===== src/rtl/cpv_pkg.sv =====
package cpv_pkg;
   localparam int WORD_W = 32;
   // widest decoded packet length: 17-bit count plus 2
   localparam int PKT_W  = 18;

   typedef logic [PKT_W-1:0] plen_t;

   typedef enum logic [2:0] {
      ST_IDLE,
      ST_HDR,
      ST_BODY,
      ST_DRAIN,
      ST_PAD,
      ST_FIN
   } cpv_state_e;
endpackage


===== src/rtl/cpv_hdr_decode.sv =====
module cpv_hdr_decode
   import cpv_pkg::*;
(
   input  logic [WORD_W-1:0] hdr,
   output plen_t             len
);
   logic [2:0] cls;
   logic [4:0] op3;
   assign cls = hdr[31:29];
   assign op3 = hdr[28:24];

   always_comb begin
      len = '0;
      case (cls)
         3'd0: begin
            if (hdr[28:23] == 6'h00 || hdr[28:23] == 6'h04)
               len = plen_t'(1);
         end
         3'd2: len = plen_t'(hdr[7:0]) + plen_t'(2);
         3'd3: begin
            if (op3 <= 5'h18 || op3 == 5'h1C) begin
               len = plen_t'(1);
            end else begin
               case (op3)
                  5'h1D: begin
                     case (hdr[23:16])
                        8'h03:   len = plen_t'(hdr[4:0]) + plen_t'(2);
                        8'h04:   len = plen_t'(hdr[3:0]) + plen_t'(2);
                        default: len = plen_t'(hdr[15:0]) + plen_t'(2);
                     endcase
                  end
                  5'h1E: begin
                     if (hdr[23]) len = plen_t'(hdr[15:0]) + plen_t'(1);
                     else         len = plen_t'(1);
                  end
                  5'h1F: begin
                     if (!hdr[23])
                        len = plen_t'(hdr[16:0]) + plen_t'(2);
                     else if (hdr[17])
                        len = (hdr[15:0] == 16'h0) ? '0 :
                              ((plen_t'(hdr[15:0]) + plen_t'(1)) >> 1) + plen_t'(1);
                     else
                        len = plen_t'(2);
                  end
                  default: len = '0;
               endcase
            end
         end
         default: len = '0;
      endcase
   end
endmodule


===== src/rtl/cpv_down_cnt.sv =====
module cpv_down_cnt #(
   parameter int W = 16
) (
   input  logic         clk,
   input  logic         rst_n,
   input  logic         load,
   input  logic [W-1:0] load_val,
   input  logic         dec,
   output logic [W-1:0] cnt,
   output logic         at_one
);
   always_ff @(posedge clk or negedge rst_n) begin
      if (!rst_n)     cnt <= '0;
      else if (load)  cnt <= load_val;
      else if (dec)   cnt <= cnt - W'(1);
   end

   assign at_one = (cnt == W'(1));
endmodule


===== src/rtl/cmd_pkt_validator.sv =====
module cmd_pkt_validator
   import cpv_pkg::*;
#(
   parameter int LEN_W    = 16,
   parameter bit PAD_EVEN = 1'b1
) (
   input  logic              clk,
   input  logic              rst_n,
   input  logic              start,
   input  logic [LEN_W-1:0]  buf_len,
   input  logic              in_valid,
   input  logic [31:0]       in_data,
   output logic              in_ready,
   output logic              out_valid,
   output logic [31:0]       out_data,
   input  logic              out_ready,
   output logic              done,
   output logic              err
);
   localparam int CMP_W = (LEN_W > PKT_W) ? LEN_W : PKT_W;

   generate
      if (LEN_W < 1 || LEN_W > 31) begin : g_bad_len_w
         $error("cmd_pkt_validator: LEN_W must lie in 1..31");
      end
   endgenerate

   cpv_state_e st_q, st_d;
   logic       odd_q, err_q;
   logic       left_dec, body_load, body_dec, flip, set_err;
   logic       left_last, body_last, pad_need;
   logic [LEN_W-1:0] left_cnt;
   plen_t      body_cnt, hdr_len;
   logic       hdr_bad;

   cpv_hdr_decode u_dec (
      .hdr (in_data),
      .len (hdr_len)
   );

   cpv_down_cnt #(.W(LEN_W)) u_left (
      .clk      (clk),
      .rst_n    (rst_n),
      .load     (st_q == ST_IDLE && start),
      .load_val (buf_len),
      .dec      (left_dec),
      .cnt      (left_cnt),
      .at_one   (left_last)
   );

   cpv_down_cnt #(.W(PKT_W)) u_body (
      .clk      (clk),
      .rst_n    (rst_n),
      .load     (body_load),
      .load_val (hdr_len - plen_t'(1)),
      .dec      (body_dec),
      .cnt      (body_cnt),
      .at_one   (body_last)
   );

   assign hdr_bad = (hdr_len == '0) || (CMP_W'(hdr_len) > CMP_W'(left_cnt));

   // the word being forwarded flips parity; odd_q low means the total turns odd
   generate
      if (PAD_EVEN) begin : g_pad
         assign pad_need = !odd_q;
      end else begin : g_nopad
         assign pad_need = 1'b0;
      end
   endgenerate

   always_comb begin
      st_d      = st_q;
      in_ready  = 1'b0;
      out_valid = 1'b0;
      out_data  = in_data;
      left_dec  = 1'b0;
      body_load = 1'b0;
      body_dec  = 1'b0;
      flip      = 1'b0;
      set_err   = 1'b0;
      case (st_q)
         ST_IDLE: begin
            if (start) st_d = (buf_len == '0) ? ST_FIN : ST_HDR;
         end
         ST_HDR: begin
            if (in_valid) begin
               if (hdr_bad) begin
                  in_ready = 1'b1;
                  left_dec = 1'b1;
                  set_err  = 1'b1;
                  st_d     = left_last ? ST_FIN : ST_DRAIN;
               end else begin
                  out_valid = 1'b1;
                  in_ready  = out_ready;
                  if (out_ready) begin
                     left_dec = 1'b1;
                     flip     = 1'b1;
                     if (hdr_len == plen_t'(1)) begin
                        if (left_last) st_d = pad_need ? ST_PAD : ST_FIN;
                     end else begin
                        body_load = 1'b1;
                        st_d      = ST_BODY;
                     end
                  end
               end
            end
         end
         ST_BODY: begin
            out_valid = in_valid;
            in_ready  = out_ready;
            if (in_valid && out_ready) begin
               left_dec = 1'b1;
               body_dec = 1'b1;
               flip     = 1'b1;
               if (body_last) begin
                  if (left_last) st_d = pad_need ? ST_PAD : ST_FIN;
                  else           st_d = ST_HDR;
               end
            end
         end
         ST_DRAIN: begin
            in_ready = 1'b1;
            if (in_valid) begin
               left_dec = 1'b1;
               if (left_last) st_d = ST_FIN;
            end
         end
         ST_PAD: begin
            out_valid = 1'b1;
            out_data  = '0;
            if (out_ready) st_d = ST_FIN;
         end
         ST_FIN:  st_d = ST_IDLE;
         default: st_d = ST_IDLE;
      endcase
   end

   always_ff @(posedge clk or negedge rst_n) begin
      if (!rst_n) begin
         st_q  <= ST_IDLE;
         odd_q <= 1'b0;
         err_q <= 1'b0;
      end else begin
         st_q <= st_d;
         if (st_q == ST_IDLE && start) begin
            odd_q <= 1'b0;
            err_q <= 1'b0;
         end else begin
            if (flip)    odd_q <= !odd_q;
            if (set_err) err_q <= 1'b1;
         end
      end
   end

   assign done = (st_q == ST_FIN);
   assign err  = (st_q == ST_FIN) && err_q;
endmodule


===== config.mk =====
export PLATFORM = sky130hd
export DESIGN_NAME = cmd_pkt_validator
export DESIGN_NICKNAME = d
export VERILOG_FILES = /design/src/rtl/cpv_pkg.sv /design/src/rtl/cpv_hdr_decode.sv /design/src/rtl/cpv_down_cnt.sv /design/src/rtl/cmd_pkt_validator.sv
export SDC_FILE = /design/constraint.sdc
export NUM_CORES = 1
export LEC_CHECK = 0
export BUFFER_PORTS_ARGS = -buffer_cell sky130_fd_sc_hd__buf_2
export CORE_UTILIZATION = 30
export DETAILED_ROUTE_END_ITERATION = 10
export GPL_ROUTABILITY_DRIVEN = 0
export PLACE_DENSITY = 0.51
export RECOVER_POWER = 50
export SYNTH_ARGS = -nofsm -noshare
export SYNTH_HDL_FRONTEND = slang
export SYNTH_SLANG_ARGS = --single-unit

===== constraint.sdc =====
create_clock -name clk -period 11.4 [get_ports clk]
set_input_delay 0 -clock clk [delete_from_list [all_inputs] [get_ports clk]]
set_output_delay 0 -clock clk [all_outputs]
set_load 0.005 [all_outputs]

==> PnR_summary.wiki <==
{| class="wikitable"
! Metric !! Value
|-
| Power per unit of standard cell area || 134 nW/um^2
|-
| Layout overhead on the synthesized area || 16.1%
|-
| Largest net degree at the start of global routing || 40
|-
| Floorplan die height || 136 um
|-
| Non-Filler Cell Area, Final || 6260 um^2
|-
| Via/cell ratio || 5.50
|-
| Slew at the pin with the worst max-slew slack || 2.31 ns
|-
| Final cell count without fillers || 1,057
|-
| Initial antenna violation count || 0
|-
| Final-report max-slew violation count || 40
|-
| Endpoint class of the critical path || flop
|-
| Synthesized-area fraction occupied by ao, oa, aoi and oai cells || 0.219
|-
| Setup Total Neg Slack || 0 ns
|-
| Synthesized-area fraction occupied by adder cells || 0.0626
|-
| XOR/XNOR share of the synthesized area || 0.0991
|-
| Post-synthesis share of cell area spent on and, or, nand and nor gates || 0.377
|-
| Vias in the first global route || 5,444
|-
| Cell variety after synth || 73
|-
| Average routed wire per standard cell || 17.1 um
|-
| Number of warning messages in the yosys log || 0
|-
| Sequential element share of the synthesized area || 0.181
|-
| Final worst-path setup slack || 6.10 ns
|-
| Delay of the slowest critical-path stage || 0.64 ns
|-
| Final number of hold-violating endpoints || 0
|-
| Total number of clock tree sinks || 39
|-
| Run status || finished with violations
|-
| Main combinational cell family by area after synthesis || simple AND/OR/NAND/NOR gates
|-
| Drc violations || 0
|-
| Fin nets || 911
|-
| Initial Util || 0.310
|-
| HPWL Detailed || 14,000 um
|-
| Count of boundary I/O pins || 89
|-
| Crit-path slowest cell || or4_1
|-
| Critical Setup Path Class || in2reg
|-
| Critical path cell sequence || buf_2 > ha_1 > nand3_1 > or4_1 > and2_1 > nor4_2 > and2_1 > xor2_1 > nand2_1 > a21oi_1 > ha_1 > and4_1 > a221oi_1 > nand2_1 > o221ai_1 > nand3_1 > a21o_1 > or3_1 > a221oi_1 > a21oi_1
|-
| Final wirelength || 18,100 um
|-
| Clock latency on the worst-skew pair || 0.29 ns
|-
| Site row count || 48
|-
| Mapped Avg Cell Area || 7.10 um^2
|-
| Leakage || 0.00248 uW
|-
| DR pass1 iterations || 5
|-
| Placement Setup Slack || 5.85 ns
|-
| PostCTS Resize Cnt || 0
|-
| Final cycle utilization of the critical path || 0.465
|-
| Layout Skew || 0.00635 ns
|-
| Congestion Overflow GR || 0
|-
| Total global-route track usage || 0.197
|-
| Peak VDD IR || 62.5 uV
|-
| Flop and latch count out of synthesis || 39
|-
| Net count after synthesis || 840
|-
| Global-route wire length before repair || 28,700 um
|-
| Area fraction of the dominant cell type after synthesis || 0.181
|-
| Minimum clock period || 5.30 ns
|-
| Overall via count from detail_route || 5,817
|-
| Headroom to the max-slew limit || -0.540
|-
| Die Span X || 136 um
|-
| Unrepaired setup endpoints after global routing || no
|-
| Required time of the critical path || 11.57 ns
|-
| Core region area || 17,400 um^2
|-
| Share of synthesized flip-flops with an asynchronous set or reset || 1.00
|-
| Area post-placement || 5960 um^2
|-
| Initial DRC count || 414
|-
| CTS max path bufs || 2
|-
| Multiplexer share of the synthesized area || 0.00371
|-
| Most used flip-flop cell after synthesis || dfrtp_1
|-
| Area contributors post-synth || dfrtp_1, xnor2_1, ha_1
|-
| Kind of path behind the tightest hold check || in2reg
|-
| Launching element type of the critical path || primary input
|-
| Area of the mapped netlist || 5390 um^2
|-
| Data arrival time at the worst-slack endpoint || 5.48 ns
|-
| Clock tree root buffer cell || clkbuf_16
|-
| CTS buffer count || 5
|-
| Max frequency || 189 MHz
|-
| Max-capacitance violation count || 1
|-
| Largest driver fanout on the critical path || 16
|-
| Count of endpoints failing setup in the final report || 0
|-
| Number of standard cells after synthesis || 760
|-
| Number of synthesized flops with an enable pin || 0
|-
| Layout cell share with drive strength beyond 1 || 0.138
|-
| Failing checks || max-capacitance violations, max-slew violations
|-
| Detail Route Antenna Nets || 0
|-
| Clock transition time at the flip-flop clock pins of the worst setup and hold paths || 0.06 ns
|-
| Antenna diode instance count || 0
|-
| Number of cells in the design after placement || 1,032
|-
| CTS tree || done
|-
| Htree depth || 2
|-
| Total die area || 18,500 um^2
|-
| PortBufs || 88
|-
| Dominant cell type by area after synthesis || dfrtp_1
|-
| Post-CTS setup repair buffer count || 0
|}
critical path, delay by kind of cell:
kind            cells  cell delay [ns]
fa+ha+maj           2             0.55
simple gates       10             3.00
xor+xnor            1             0.16
buf+inv             1             0.25
compound gates      6             1.50
per-layer routing:
metal | up-vias | wire length, um | part of all wire | GRT usage
met3 | 17 | 657 | 0.036 | 0.0280
met5 | - | 0 | 0 | 0
li1 | 2914 | - | - | -
met1 | 2746 | 9110 | 0.50 | 0.284
met4 | 0 | 200 | 0.011 | 0.0432
met2 | 140 | 8090 | 0.45 | 0.309
synthesized netlist by cell type, drive strengths merged, types with 13 or more instances:
cell	instances
nor2	80
nand2	66
o21ai	45
xnor2	45
a21oi	44
dfrtp	39
nor2b	36
nor3	36
clkbuf	31
inv	30
nand3	30
ha	27
nor4	24
nand4	17
xor2	16
buf	14
and3	13
final cells by class:
type,count,area (um^2)
clock buffers,5,125
clock inverters,3,20.0
fillers,1915,11200
inverters,30,113
multi-input cells,646,4120
flip-flops and latches,39,976
well taps,225,282
repair buffers,109,632
power breakdown:
part | leakage, uW | internal (uW) | switching [uW]
Combinational | 0.00196 | 177 | 241
Sequential | 0.000455 | 207 | 70.4
Clock | 0.0000658 | 80.7 | 61.9
path summary, 6_finish.rpt:
check | startpoint | to | slack, ns | cells after the start
worst max-delay path | in_data[0] | u_body.cnt[7] | 6.10 | 20
max in group asynchronous | rst_n | u_left.cnt[10] | 9.14 | 2
worst min-delay path | in_data[31] | u_body.cnt[0] | 0.17 | 3
worst min register to register | err_q | err_q | 0.53 | 2
worst max register to register | u_left.cnt[1] | u_body.cnt[7] | 8.11 | 14
min in group asynchronous | rst_n | u_body.cnt[2] | 0.95 | 2
cell families (layout without fill, tap and decap cells):
| logic type | after synthesis | in the layout |
|---|---|---|
| simple gates | 376 | 376 |
| compound gates | 180 | 180 |
| buf+inv | 75 | 147 |
| xor+xnor | 61 | 61 |
| flops | 39 | 39 |
| fa+ha+maj | 27 | 27 |
| mux | 2 | 2 |
cell usage in the layout, fill, tap and decap left out, types with 6 or more instances in the layout:
| master | n |
|---|---|
| nor2_1 | 80 |
| buf_2 | 71 |
| nand2_1 | 65 |
| xnor2_1 | 45 |
| a21oi_1 | 44 |
| o21ai_0 | 43 |
| dfrtp_1 | 39 |
| nor2b_1 | 36 |
| nor3_1 | 35 |
| inv_1 | 30 |
| nand3_1 | 30 |
| ha_1 | 27 |
| nor4_1 | 23 |
| dlygate4sd3_1 | 17 |
| xor2_1 | 16 |
| nand4_1 | 14 |
| and3_1 | 13 |
| clkbuf_2 | 13 |
| or3_1 | 11 |
| and2_1 | 11 |
| nand2b_1 | 10 |
| o21a_1 | 10 |
| or4_1 | 9 |
| o31ai_1 | 8 |
| a31oi_1 | 7 |
| a22oi_1 | 7 |
| or2_2 | 6 |
| o22ai_1 | 6 |
| a21o_1 | 6 |
sequential cells by signal, indices dropped and copies added (netlist names):
signal      cells
u_left.cnt     16
err_q           1
u_body.cnt     18
st_q            3
odd_q           1
stage by stage:
stage	util	total power [uW]	hold slack, ns
3_5_place_dp	0.342	690	0.209
4_1_cts	0.360	841	0.162
6_report	0.360	838	0.172
3_3_place_gp	0.342	690	0.208
5_1_grt	0.360	912	0.192
2_1_floorplan	-	567	-0.296
repair_timing:
item                                   CTS  global route
endpoints found under the hold margin   55             0
hold buffers                            17             0
setup endpoints to repair                0             0
Power figures use the tool's default switching activity.
